**src/rtl/fastlock_pkg.sv**
```systemverilog
package fastlock_pkg;

    typedef enum logic [1:0] {
        FL_ACQ   = 2'd0,
        FL_WIDE  = 2'd1,
        FL_FINAL = 2'd2
    } fl_mode_t;

endpackage

```
**src/rtl/fl_lock_det.sv**
```systemverilog
module fl_lock_det #(
    parameter int LOCK_N = 16
) (
    input  logic clk,
    input  logic clear,
    input  logic smp_valid,
    input  logic smp_in_win,
    output logic lock_hit
);
    localparam int CNT_W = $clog2(LOCK_N + 1);
    localparam logic [CNT_W-1:0] LAST = CNT_W'(LOCK_N - 1);

    logic [CNT_W-1:0] run_q;

    // Lock is reported on the cycle that carries the final in-window sample.
    assign lock_hit = !clear && smp_valid && smp_in_win && (run_q == LAST);

    always_ff @(posedge clk) begin
        if (clear) begin
            run_q <= '0;
        end else if (smp_valid) begin
            if (!smp_in_win || run_q == LAST) begin
                run_q <= '0;
            end else begin
                run_q <= run_q + 1'b1;
            end
        end
    end

endmodule

```
**src/rtl/fl_mode_fsm.sv**
```systemverilog
module fl_mode_fsm
    import fastlock_pkg::*;
(
    input  logic     clk,
    input  logic     rst,
    input  logic     retune,
    input  logic     bypass,
    input  logic     freq_close,
    input  logic     wide_zero,
    input  logic     lock_hit,
    output fl_mode_t state
);
    fl_mode_t state_q;
    fl_mode_t state_d;

    always_ff @(posedge clk) begin
        if (rst) begin
            state_q <= FL_ACQ;
        end else begin
            state_q <= state_d;
        end
    end

    always_comb begin
        state_d = state_q;
        if (retune) begin
            state_d = FL_ACQ;
        end else begin
            unique case (state_q)
                FL_ACQ: begin
                    if (bypass) begin
                        state_d = FL_FINAL;
                    end else if (freq_close) begin
                        state_d = wide_zero ? FL_FINAL : FL_WIDE;
                    end
                end
                FL_WIDE: begin
                    if (bypass || lock_hit) begin
                        state_d = FL_FINAL;
                    end
                end
                FL_FINAL: state_d = FL_FINAL;
                default:  state_d = FL_ACQ;
            endcase
        end
    end

    assign state = state_q;

endmodule

```
**src/rtl/fl_code_sel.sv**
```systemverilog
module fl_code_sel
    import fastlock_pkg::*;
#(
    parameter int CODE_W = 4
) (
    input  fl_mode_t          state,
    input  logic [CODE_W-1:0] cp_acq,
    input  logic [CODE_W-1:0] cp_wide,
    input  logic [CODE_W-1:0] cp_final,
    output logic [CODE_W-1:0] cp_code
);
    always_comb begin
        unique case (state)
            FL_ACQ:   cp_code = cp_acq;
            FL_WIDE:  cp_code = cp_wide;
            FL_FINAL: cp_code = cp_final;
            default:  cp_code = '0;
        endcase
    end

endmodule

```
**src/rtl/fastlock_seq.sv**
```systemverilog
module fastlock_seq
    import fastlock_pkg::*;
#(
    parameter int CODE_W = 4,
    parameter int LOCK_N = 16
) (
    input  logic              clk,
    input  logic              rst,
    input  logic              retune,
    input  logic              bypass,
    input  logic              freq_close,
    input  logic              smp_valid,
    input  logic              smp_in_win,
    input  logic [CODE_W-1:0] cp_acq,
    input  logic [CODE_W-1:0] cp_wide,
    input  logic [CODE_W-1:0] cp_final,
    output logic [1:0]        mode,
    output logic [CODE_W-1:0] cp_code
);
    fl_mode_t state;
    logic     lock_hit;
    logic     lock_clear;
    logic     wide_zero;

    assign wide_zero  = (cp_wide == '0);
    assign lock_clear = rst || retune || (state != FL_WIDE);

    fl_lock_det #(.LOCK_N(LOCK_N)) u_lock (
        .clk        (clk),
        .clear      (lock_clear),
        .smp_valid  (smp_valid),
        .smp_in_win (smp_in_win),
        .lock_hit   (lock_hit)
    );

    fl_mode_fsm u_fsm (
        .clk        (clk),
        .rst        (rst),
        .retune     (retune),
        .bypass     (bypass),
        .freq_close (freq_close),
        .wide_zero  (wide_zero),
        .lock_hit   (lock_hit),
        .state      (state)
    );

    fl_code_sel #(.CODE_W(CODE_W)) u_sel (
        .state    (state),
        .cp_acq   (cp_acq),
        .cp_wide  (cp_wide),
        .cp_final (cp_final),
        .cp_code  (cp_code)
    );

    assign mode = state;

endmodule

```
**config.mk**
```make
export PLATFORM = sky130hd
export DESIGN_NAME = fastlock_seq
export DESIGN_NICKNAME = d
export VERILOG_FILES = /design/src/rtl/fastlock_pkg.sv /design/src/rtl/fl_lock_det.sv /design/src/rtl/fl_mode_fsm.sv /design/src/rtl/fl_code_sel.sv /design/src/rtl/fastlock_seq.sv
export SDC_FILE = /design/constraint.sdc
export NUM_CORES = 1
export LEC_CHECK = 0
export BUFFER_PORTS_ARGS = -buffer_cell sky130_fd_sc_hd__buf_2
export CORE_AREA = 2 2 39 41
export DETAILED_ROUTE_END_ITERATION = 8
export DIE_AREA = 0 0 41 43
export GPL_TIMING_DRIVEN = 0
export MAX_ROUTING_LAYER = met4
export PLACE_DENSITY = 0.77
export SLEW_MARGIN = 40
export SYNTH_ARGS = -nofsm -noshare
export SYNTH_HDL_FRONTEND = slang
export SYNTH_SLANG_ARGS = --single-unit
```
**constraint.sdc**
```tcl
create_clock -name clk -period 3.4 [get_ports clk]
set_input_delay 0.17 -clock clk [delete_from_list [all_inputs] [get_ports clk]]
set_output_delay 0.17 -clock clk [all_outputs]
set_load 0.02 [all_outputs]
```
Word-level counts from Yosys, hierarchy flattened. Index checks and enable logic that the tools add are counted.

Add/subtract/negate cells: 1. Equal/unequal tests: 6. Mux-type cells: 7. Reduce and logical (&&, ||, !) cells: 13.

Operator list (count): $pmux 4 s3 (1); $mux 2 (4); $pmux 2 s3 (1); $add 5x1->5 const B (1); $eq 5x4->1 const B (1); $mux 5 (1); $logic_not 4->1 (1); $logic_or 1x1->1 (4); $ne 2x1->1 const B (2); $logic_and 1x1->1 (3); $ne 3x3->1 const B (1); $eq 2x1->1 const B (1); $eq 2x2->1 const B (1); $logic_not 1->1 (2); $logic_not 2->1 (1); $reduce_and 2->1 (1); $reduce_or 2->1 (1).

Register bits after elaboration: 7. Input bits: 19. Output and inout port bits: 6.

Logic depth before layout (Yosys ltp). Gate-level depths: netlist of the first run.

Depth after elaboration: 9. Depth in mapped cells: 7. Mapped depth without buffers: 7.

Modules after synthesis. A second synthesis of the first run with hierarchy kept.

Cell total of the unflattened synthesis: 58. Area, all modules: 565.5 um^2.

Modules (own cells, without submodules): fl_lock_det (instances 1, cells an instance 27, area an instance 271.5 um^2, sequential area each 100.1 um^2); fl_mode_fsm (instances 1, cells an instance 19, area an instance 177.7 um^2, sequential area each 40.0 um^2); fl_code_sel (instances 1, cells an instance 10, area an instance 100.1 um^2, sequential area each 0.0 um^2); fastlock_seq (instances 1, cells an instance 2, area an instance 16.3 um^2, sequential area each 0.0 um^2).

Least setup slack after synthesis of the first run. Ideal clock, no wire load.

Path type: register -> register. Start point: reg u_fsm.state_q[0] (netlist: u_fsm.state[0]). End point: reg u_fsm.state_q[0] (netlist: u_fsm.state[0]). Library setup time: 101 ps. Arrival time: 1603 ps. Data required time: 3299 ps. Setup slack: 1696 ps. Stages on the path, launching flop included: 5. Period minus slack after synthesis: 1704 ps. Path through: dfxtp_1 ha_1 or4b_1 or4_1 o41ai_1.

Longest elaborated chain between the ends: 9.

Ends and longest elaborated chain: from (decl) (line fl_mode_fsm.sv:13) `fl_mode_t state_q;`; from (signal assigned) (line fl_mode_fsm.sv:20) `state_q <= state_d;`; $ne 2x1->1 (line fastlock_seq.sv:26) `assign lock_clear = rst || retune || (state != FL_WIDE);`; $logic_or 1x1->1 (line fastlock_seq.sv:26); $logic_not 1->1 (line fl_lock_det.sv:16) `assign lock_hit = !clear && smp_valid && smp_in_win && (run_q == LAST);`; $logic_and 1x1->1 (3 in series) (line fl_lock_det.sv:16); $logic_or 1x1->1 (line fl_mode_fsm.sv:38) `if (bypass || lock_hit) begin`; $ne 2x1->1 (no line); $reduce_and 2->1 (no line).

Parallel ways exist; a longest one is shown, timed or not. A chain may end at the register's enable or synchronous reset.

Worst setup path after layout of the first run.
Start point: reg u_lock.run_q[0]. End point: reg u_fsm.state_q[0] (netlist: u_fsm.state[0]).

Longest elaborated chain between the ends: 5.

Ends and longest elaborated chain: from (decl) (line fl_lock_det.sv:13) `logic [CNT_W-1:0] run_q;`; from (signal assigned) (line fl_lock_det.sv:25) `run_q <= run_q + 1'b1;`; $eq 5x4->1 (line fl_lock_det.sv:16); $logic_and 1x1->1 (line fl_lock_det.sv:16); $logic_or 1x1->1 (line fl_mode_fsm.sv:38); $ne 2x1->1 (no line); $reduce_and 2->1 (no line).

Every way passes these cells.

==> results by group, run 1 <==
Run
  • Max-Cap Viols: 0

Timing
  • FMAX: 557 MHz
  • Tcrit/Tclk final: 52.8%
  • Setup WS post-layout: 1600 ps
  • # setup viols final: 0
  • Measured slew at the worst slew-check pin: 315 ps
  • Max_slew headroom: 78.8%
  • Setup TNS: 0 ps
  • Final Hold Vio Count: 0
  • Clk_skew: 0.733 ps
  • Total count of max-transition violations in the final report: 0
  • RSZ-0062 raised after global routing: false
  • Final Critical Period: 1800 ps
  • Worst hold slack: 183 ps

Worst hold path
  • Worst Hold Class: in2reg

Power
  • Pwr dens: 325 nW/um^2
  • Lkg Pwr: 0.000311 uW
  • Reg power frac: 40.1%
  • Peak VDD IR: 176 uV
  • Net Sw Power: 59.1 uW
  • Gate power share: 25.8%
  • Clk pwr share: 34.1%
  • Pint: 153 uW
  • Tot Pwr: 212 uW
  • Switching share of total power: 27.9%

Clock network
  • TritonCTS Sinks: 7
  • Worst-path clk slew: 50 ps
  • Post-CTS Setup Bufs: 0
  • Clock Tree Root: clkbuf_4
  • Clock Path Buffers: 2
  • CTS H-Tree Depth: 1
  • Total CTS buffers: 3
  • CTS tree: yes
  • Hold-fix buffers, CTS: 0
  • Number of gates resized after CTS: 0
  • Clk_lat worst skew: 240 ps

Critical path
  • Worst Setup Path Type: reg2reg
  • Crit path buffers/inverters: 0
  • Worst path required time: 3540 ps
  • Most frequent CP cell: ha_1
  • Critical Path Sink Type: flip-flop
  • CP max stage delay: 450 ps
  • Critical path launch point type: flip-flop
  • Maximum fanout along the worst path: 3
  • Top cell family by delay on the critical path: simple AND/OR/NAND/NOR gates
  • Crit path DAT: 1930 ps
  • Slowest stage cell, crit path: or4_1
  • Critical-path cell list: ha_1 > and3_1 > ha_1 > nand3_1 > o21a_1 > or4_1 > o41ai_1

Logic synthesis
  • Post-synth EDFFs: 0
  • Cell count after synthesis: 58
  • Synth warnings: 0
  • Asr flop ratio synth: 0%
  • Net count after synthesis: 83
  • Post-Synthesis Cell Area: 490 um^2
  • Flops & latches, synth: 7
  • Synth cell types: 26
  • Avg Inst Size Synth: 8.46 um^2
  • Ys flop type: dfxtp_1
  • Sequential area share after synthesis: 28.6%

Die
  • Die Y: 43 um
  • Starting Density: 35.4%
  • Die area: 1760 um^2
  • Std-Cell Rows: 14
  • Core Footprint: 1380 um^2
  • Die width: 41 um
  • IO Pins: 25

Layout
  • Fillers: 146
  • Ant diodes: 0
  • Seq. cell area: 140 um^2
  • Nets: 111
  • Share of cells above drive strength 1: 32.9%
  • Area growth, synth to finish: 32.9%
  • Footprint of the multi-input gates: 325 um^2
  • Most common cell after layout, fill and taps aside: buf_2
  • Most frequent cells in the layout: 24 x buf_2, 12 x nor2_1, 7 x dfxtp_1, 6 x ha_1

Global route
  • Tot GR Track Use: 14.0%
  • Overflow after GRT: 0
  • Initial antenna violation count: 0
  • Vias in the first global route: 477
  • First-pass GRT wire length: 1650 um
  • Largest net degree at the start of global routing: 9

Detailed routing
  • Routed Antenna Nets: 0
  • Final Routed Wirelength: 1090 um
  • Vias per cell: 5.36
  • Residual DRC: 0
  • Via Count: 541
  • WL/cell: 10.7 um
  • 1st-pass router iterations: 4
  • DR iter-0 viols: 17

Placement
  • Port bufs: 23
  • DP Wirelength: 897 um
  • Final GP Congestion: 0.679
  • Dpl ws: 1590 ps

Outcome
  • Status: complete, no violations
metal layers:
layer  share of wire [%]  GRT usage (%)
met5                   0              -
met4                0.37           6.00
met3                  13           4.71
met2                  49           25.0
met1                  38           12.3
through the flow:
stage	cells	util (%)	instance area (um^2)
detailed placement	97	45.2	626
global route	101	47.1	652
floorplan	58	-	490
CTS	101	47.1	652
finish	101	47.1	652
global placement	97	45.2	626
flip-flops by register name, summed over array words and instances, names as in the netlist:
| register | flops |
|---|---|
| u_lock.run_q | 5 |
| u_fsm.state | 2 |
logic make-up after synthesis:
kind of cell / share of synthesized area [%]
flip-flops: 28.6
buffers and inverters: 5.10
AO/OA/AOI/OAI: 20.7
multiplexers: 2.04
adder cells (fa/ha/maj): 15.3
XOR/XNOR: 5.36
AND/OR/NAND/NOR: 23.0
power by group through the flow:
stage,combinational [uW],clock (uW),sequential (uW)
detailed placement,54.9,0,86.6
finish,54.6,72.2,85.0
global placement,54.0,0,86.4
CTS,55.1,76.8,84.9
floorplan,31.8,0,88.0
global route,61.4,82.0,85.1
synthesized netlist by cell type, types with 2 or more instances:
master,count,area (um^2)
dfxtp_1,7,140
nor2_1,12,45.0
o21a_1,2,15.0
ha_1,6,75.1
o41ai_1,2,17.5
nand3_1,2,10.0
xor2_1,2,17.5
inv_1,4,15.0
a222oi_1,4,40.0
cell type report:
cell class / instances / share of cell area (%)
clock buffer: 4 / 4.03
tap: 16 / 3.07
sequential: 7 / 21.5
inverter: 4 / 2.30
buffer: 2 / 1.54
timing repair buffer: 23 / 17.7
multi-input combinational: 45 / 49.9
final timing paths:
check,slack (ps),start,cells past startpoint,endpoint
max,1600,u_lock.run_q[0],7,u_fsm.state[0]
max reg2reg,1600,u_lock.run_q[0],7,u_fsm.state[0]
min,180,bypass,2,u_fsm.state[1]
min reg2reg,500,u_lock.run_q[4],2,u_lock.run_q[4]
Power figures use the tool's default switching activity.
==> run 2, diff against run 1 <==
clock period = 1.68 ns   (was 3.4 ns; I/O delays follow)
==> results by group, run 2 (synthesis gave the netlist of run 1 again) <==
Outcome
  • Status: complete, no violations

Timing
  • Total count of max-transition violations in the final report: 0 (unchanged)
  • # setup viols final: 0 (unchanged)
  • Final Hold Vio Count: 0 (unchanged)
  • Clk_skew: 2.41 ps (+1.68 ps)
  • Measured slew at the worst slew-check pin: 387 ps (+71.6 ps)
  • Setup TNS: 0 ps (unchanged)
  • Setup WS post-layout: 0.455 ps (-1600 ps)
  • Max_slew headroom: 74.0% (-4.8 points)
  • RSZ-0062 raised after global routing: true
  • Final Critical Period: 1680 ps (-116 ps)
  • Tcrit/Tclk final: 100% (+47 points)
  • FMAX: 595 MHz (+6.9%)

Critical path
  • Top cell family by delay on the critical path: simple AND/OR/NAND/NOR gates
  • Critical path launch point type: flip-flop
  • CP max stage delay: 500 ps (+50 ps)
  • Critical-path cell list: ha_4 > or4b_4 > or4_4 > o41ai_2
  • Maximum fanout along the worst path: 4 (+1)
  • Worst Setup Path Type: reg2reg
  • Crit path DAT: 1840 ps (-90 ps)
  • Worst path required time: 1840 ps (-1700 ps)
  • Critical Path Sink Type: flip-flop
  • Slowest stage cell, crit path: or4b_4
  • Crit path buffers/inverters: 0 (unchanged)

Detailed routing
  • Via Count: 579 (+7.0%)
  • Vias per cell: 5.36 (about the same)
  • DR iter-0 viols: 15 (-2)
  • Final Routed Wirelength: 1430 um (+32%)
  • Residual DRC: 0 (unchanged)
  • Routed Antenna Nets: 0 (unchanged)
  • WL/cell: 13.2 um (+23%)
  • 1st-pass router iterations: 5 (+1)

Layout
  • Share of cells above drive strength 1: 55.4% (+22 points)
  • Most frequent cells in the layout: 24 x buf_2, 12 x nor2_1, 7 x buf_4, 4 x a222oi_1, 4 x ha_4
  • Nets: 118 (+6.3%)
  • Max FFs per register: 5 (unchanged)
  • Util after Layout: 57.6% (+10 points)
  • Most common cell after layout, fill and taps aside: buf_2
  • Ant diodes: 0 (unchanged)
  • Cell area after layout: 797 um^2 (+22%)
  • Area growth, synth to finish: 62.5%
  • Biggest register: u_lock.run_q

Die
  • Die width: 41 um (unchanged)
  • IO Pins: 25 (unchanged)
  • Core Footprint: 1380 um^2 (unchanged)
  • Die Y: 43 um (unchanged)
  • Die area: 1760 um^2 (unchanged)
  • Starting Density: 35.4% (unchanged)
  • Std-Cell Rows: 14 (unchanged)

Clock network
  • Clk_lat worst skew: 260 ps (+20 ps)
  • Total CTS buffers: 3 (unchanged)
  • Hold-fix buffers, CTS: 0 (unchanged)
  • Clock Path Buffers: 2 (unchanged)
  • Worst-path clk slew: 50 ps (about the same)
  • TritonCTS Sinks: 7 (unchanged)
  • CTS H-Tree Depth: 1 (unchanged)
  • CTS tree: yes
  • Clock Tree Root: clkbuf_4

Placement
  • Cell Area, Placed: 631 um^2 (+0.80%)
  • DP Wirelength: 869 um (-3.1%)
  • Final GP Congestion: 0.692 (+1.9%)
  • Port bufs: 23 (unchanged)
  • Dpl ws: -108 ps (-1700 ps)

Power
  • Pwr dens: 582 nW/um^2 (+79%)
  • Peak VDD IR: 372 uV (+110%)
  • Tot Pwr: 464 uW (+120%)
  • Lkg Pwr: 0.000351 uW (+13%)

Global route
  • Vias in the first global route: 536 (+12%)
  • Tot GR Track Use: 18.3% (+4.3 points)
  • Initial antenna violation count: 0 (unchanged)
  • Largest net degree at the start of global routing: 9 (unchanged)
  • First-pass GRT wire length: 2080 um (+26%)
  • Overflow after GRT: 0 (unchanged)

Worst hold path
  • Worst Hold Class: in2reg

Run
  • Max-Cap Viols: 0 (unchanged)
-- run 2: changes by cell type in the layout (fill, tap and decap cells not counted), moves of 2 or more --
cell / delta
dfxtp_4: +2
buf_4: +7
ha_4: +4
dfxtp_2: +2
dfxtp_1: -4
inv_4: +2
ha_1: -5
inv_1: -2
-- run 2: metal layers --
metal	track usage [%]	part of all wire [%]
met1	15.4	36
met2	35.0	53
met3	3.14	9.2
met4	8.00	0.91
met5	-	0
-- run 2: area by class of cell --
class | instances | area [um^2]
Buffer | 2 | 10.0
Fill cell | 132 | 587
Clock buffer | 4 | 26.3
Tap cell | 16 | 20.0
Inverter | 4 | 20.0
Timing Repair Buffer | 30 | 168
Sequential cell | 7 | 150
Multi-Input combinational cell | 45 | 403
-- run 2: through the flow --
step	instances	hold WS [ps]
3_5_place_dp	97	350
6_report	108	81.9
5_1_grt	108	106
4_1_cts	108	71.0
3_3_place_gp	97	342
2_1_floorplan	58	188
-- run 2: final timing paths --
path	cells past startpoint	to	startpoint	slack, ps
max	4	u_fsm.state[0]	u_fsm.state[1]	0.5
min	2	u_fsm.state[0]	bypass	80
max reg2reg	4	u_fsm.state[0]	u_fsm.state[1]	0.5
min reg2reg	2	u_lock.run_q[3]	u_lock.run_q[3]	540
-- run 2: power breakdown --
group	internal, uW	switching [uW]	total (uW)
sequential	168	5.01	173
combinational	63.4	69.8	133
clock	90.9	66.7	158
total	322	142	464
-- run 2: timing repair --
| action | CTS | global route |
|---|---|---|
| pin swaps | 8 | 3 |
| setup buffers | 7 | 0 |
| endpoints found under the setup margin | 1 | 4 |
| hold endpoints to repair | 0 | 0 |
| gates resized for setup | 16 | 5 |
==> run 3, diff against run 2 <==
==> constraint.sdc (replaced) <==
create_clock -name clk -period 1.68 [get_ports clk]
set_input_delay 0.084 -clock clk [delete_from_list [all_inputs] [get_ports clk]]
set_output_delay 0.084 -clock clk [all_outputs]
set_load 0.1 [all_outputs]
==> results by group, run 3 (synthesis gave the netlist of run 1 again) <==
Clock network
  • Clock Tree Root: clkbuf_4
  • Clock Path Buffers: 2 (unchanged)
  • Hold-fix buffers, CTS: 0 (unchanged)
  • TritonCTS Sinks: 7 (unchanged)
  • CTS tree: yes
  • CTS H-Tree Depth: 1 (unchanged)
  • Total CTS buffers: 3 (unchanged)
  • Clk_lat worst skew: 250 ps (about the same)
  • Worst-path clk slew: 50 ps (about the same)

Detailed routing
  • DR iter-0 viols: 13 (-2)
  • Vias per cell: 5.34 (-0.35%)
  • Via Count: 577 (-0.35%)
  • Routed Antenna Nets: 0 (unchanged)
  • WL/cell: 12.8 um (-2.8%)
  • Final Routed Wirelength: 1390 um (-2.8%)
  • 1st-pass router iterations: 4 (-1)
  • Residual DRC: 0 (unchanged)

Layout
  • Most frequent cells in the layout: 20 x buf_2, 7 x nor2_1, 7 x buf_4
  • Nets: 118 (unchanged)
  • Most common cell after layout, fill and taps aside: buf_2
  • Cell area after layout: 891 um^2 (+12%)
  • Area growth, synth to finish: 81.6%
  • Util after Layout: 64.4% (+6.8 points)
  • Share of cells above drive strength 1: 64.1% (+8.7 points)
  • Fin cells: 108 (unchanged)
  • Biggest register: u_lock.run_q
  • Ant diodes: 0 (unchanged)
  • Max FFs per register: 5 (unchanged)

Critical path
  • Critical path launch point type: flip-flop
  • Maximum fanout along the worst path: 6 (+2)
  • CP max stage delay: 520 ps (+20 ps)
  • Critical Path Sink Type: output port
  • Worst path required time: 1600 ps (-240 ps)
  • Worst Setup Path Type: reg2out
  • Crit path buffers/inverters: 2 (+2)
  • Top cell family by delay on the critical path: compound AO/OA/AOI/OAI gates
  • Critical-path cell list: inv_4 > ha_4 > a222oi_1 > nor2_4 > buf_8
  • Slowest stage cell, crit path: a222oi_1
  • Crit path DAT: 1640 ps (-200 ps)

Timing
  • Worst hold slack: 84.7 ps (+2.80 ps)
  • Final Critical Period: 1720 ps (+40.6 ps)
  • Total count of max-transition violations in the final report: 0 (unchanged)
  • Max_slew headroom: 63.8% (-10 points)
  • # setup viols final: 2 (+2)
  • Clk_skew: 3.61 ps (+1.20 ps)
  • Tcrit/Tclk final: 102% (+2.4 points)
  • FMAX: 581 MHz (-2.4%)
  • Measured slew at the worst slew-check pin: 542 ps (+155 ps)
  • Final Hold Vio Count: 0 (unchanged)
  • Setup WS post-layout: -40.2 ps (-40.6 ps)
  • RSZ-0062 raised after global routing: true

Power
  • Lkg Pwr: 0.000376 uW (+7.2%)
  • Peak VDD IR: 459 uV (+23%)
  • Pwr dens: 664 nW/um^2 (+14%)

Placement
  • DP Wirelength: 885 um (+1.8%)
  • Cell Area, Placed: 678 um^2 (+7.5%)
  • Final GP Congestion: 0.686 (-0.85%)
  • Placed Cells: 97 (unchanged)
  • Port bufs: 23 (unchanged)
  • Dpl ws: -113 ps (-5.09 ps)

Die
  • Std-Cell Rows: 14 (unchanged)
  • Die area: 1760 um^2 (unchanged)
  • Die Y: 43 um (unchanged)
  • Core Footprint: 1380 um^2 (unchanged)
  • Starting Density: 35.4% (unchanged)
  • Die width: 41 um (unchanged)
  • IO Pins: 25 (unchanged)

Global route
  • Largest net degree at the start of global routing: 9 (unchanged)
  • Overflow after GRT: 0 (unchanged)
  • Tot GR Track Use: 17.6% (-0.66 points)
  • Initial antenna violation count: 0 (unchanged)
  • Vias in the first global route: 559 (+4.3%)
  • First-pass GRT wire length: 2060 um (-0.96%)

Outcome
  • Status: finished, violations left
  • Failing checks: negative setup slack

Run
  • Max-Cap Viols: 0 (unchanged)

Worst hold path
  • Worst Hold Class: in2reg
run 3: cell counts in the layout (fill, tap and decap cells not counted):
Identical to the previous run, type by type.
run 3: timing repair:
| action | CTS | global route |
|---|---|---|
| setup buffers | 7 | 0 |
| gates resized for setup | 24 | 9 |
| pin swaps | 10 | 7 |
| setup endpoints to repair | 5 | 7 |
run 3: routing by layer:
layer	part of all wire (%)	global-route usage (%)	up-vias
met4	0.58	6.00	0
met5	0	-	-
li1	-	-	283
met1	34	13.6	262
met2	56	34.7	29
met3	9.8	4.71	3
run 3: cell type report:
type                    count  area [um^2]
flip-flops and latches      7          150
well taps                  16         20.0
inverters                   4         22.5
multi-input cells          45          448
repair buffers             30          214
clock buffers               4         26.3
plain buffers               2         10.0
fillers                   120          493
run 3: path summary, 6_finish.rpt:
| kind | start | end | slack [ps] | depth (start not counted) |
|---|---|---|---|---|
| setup / recovery | u_fsm.state[0] | cp_code[3] | -40 | 5 |
| hold / removal | bypass | u_fsm.state[0] | 80 | 2 |
| setup reg to reg | u_fsm.state[0] | u_fsm.state[0] | -40 | 5 |
| hold reg to reg | u_lock.run_q[3] | u_lock.run_q[3] | 520 | 2 |
run 3: per-stage QoR:
step / power [uW] / setup TNS, ps
2_1_floorplan: 344 / -61.9
3_3_place_gp: 385 / -107
3_5_place_dp: 387 / -113
4_1_cts: 580 / -46.1
5_1_grt: 620 / -339
6_report: 592 / -76.2
run 3: power breakdown:
| group | switching, uW | internal [uW] | leakage [uW] | total, uW |
|---|---|---|---|---|
| registers | 6.10 | 168 | 0.0000591 | 174 |
| logic | 171 | 98.4 | 0.000302 | 269 |
| clock network | 58.0 | 90.4 | 0.0000150 | 148 |
| total | 235 | 357 | 0.000376 | 592 |
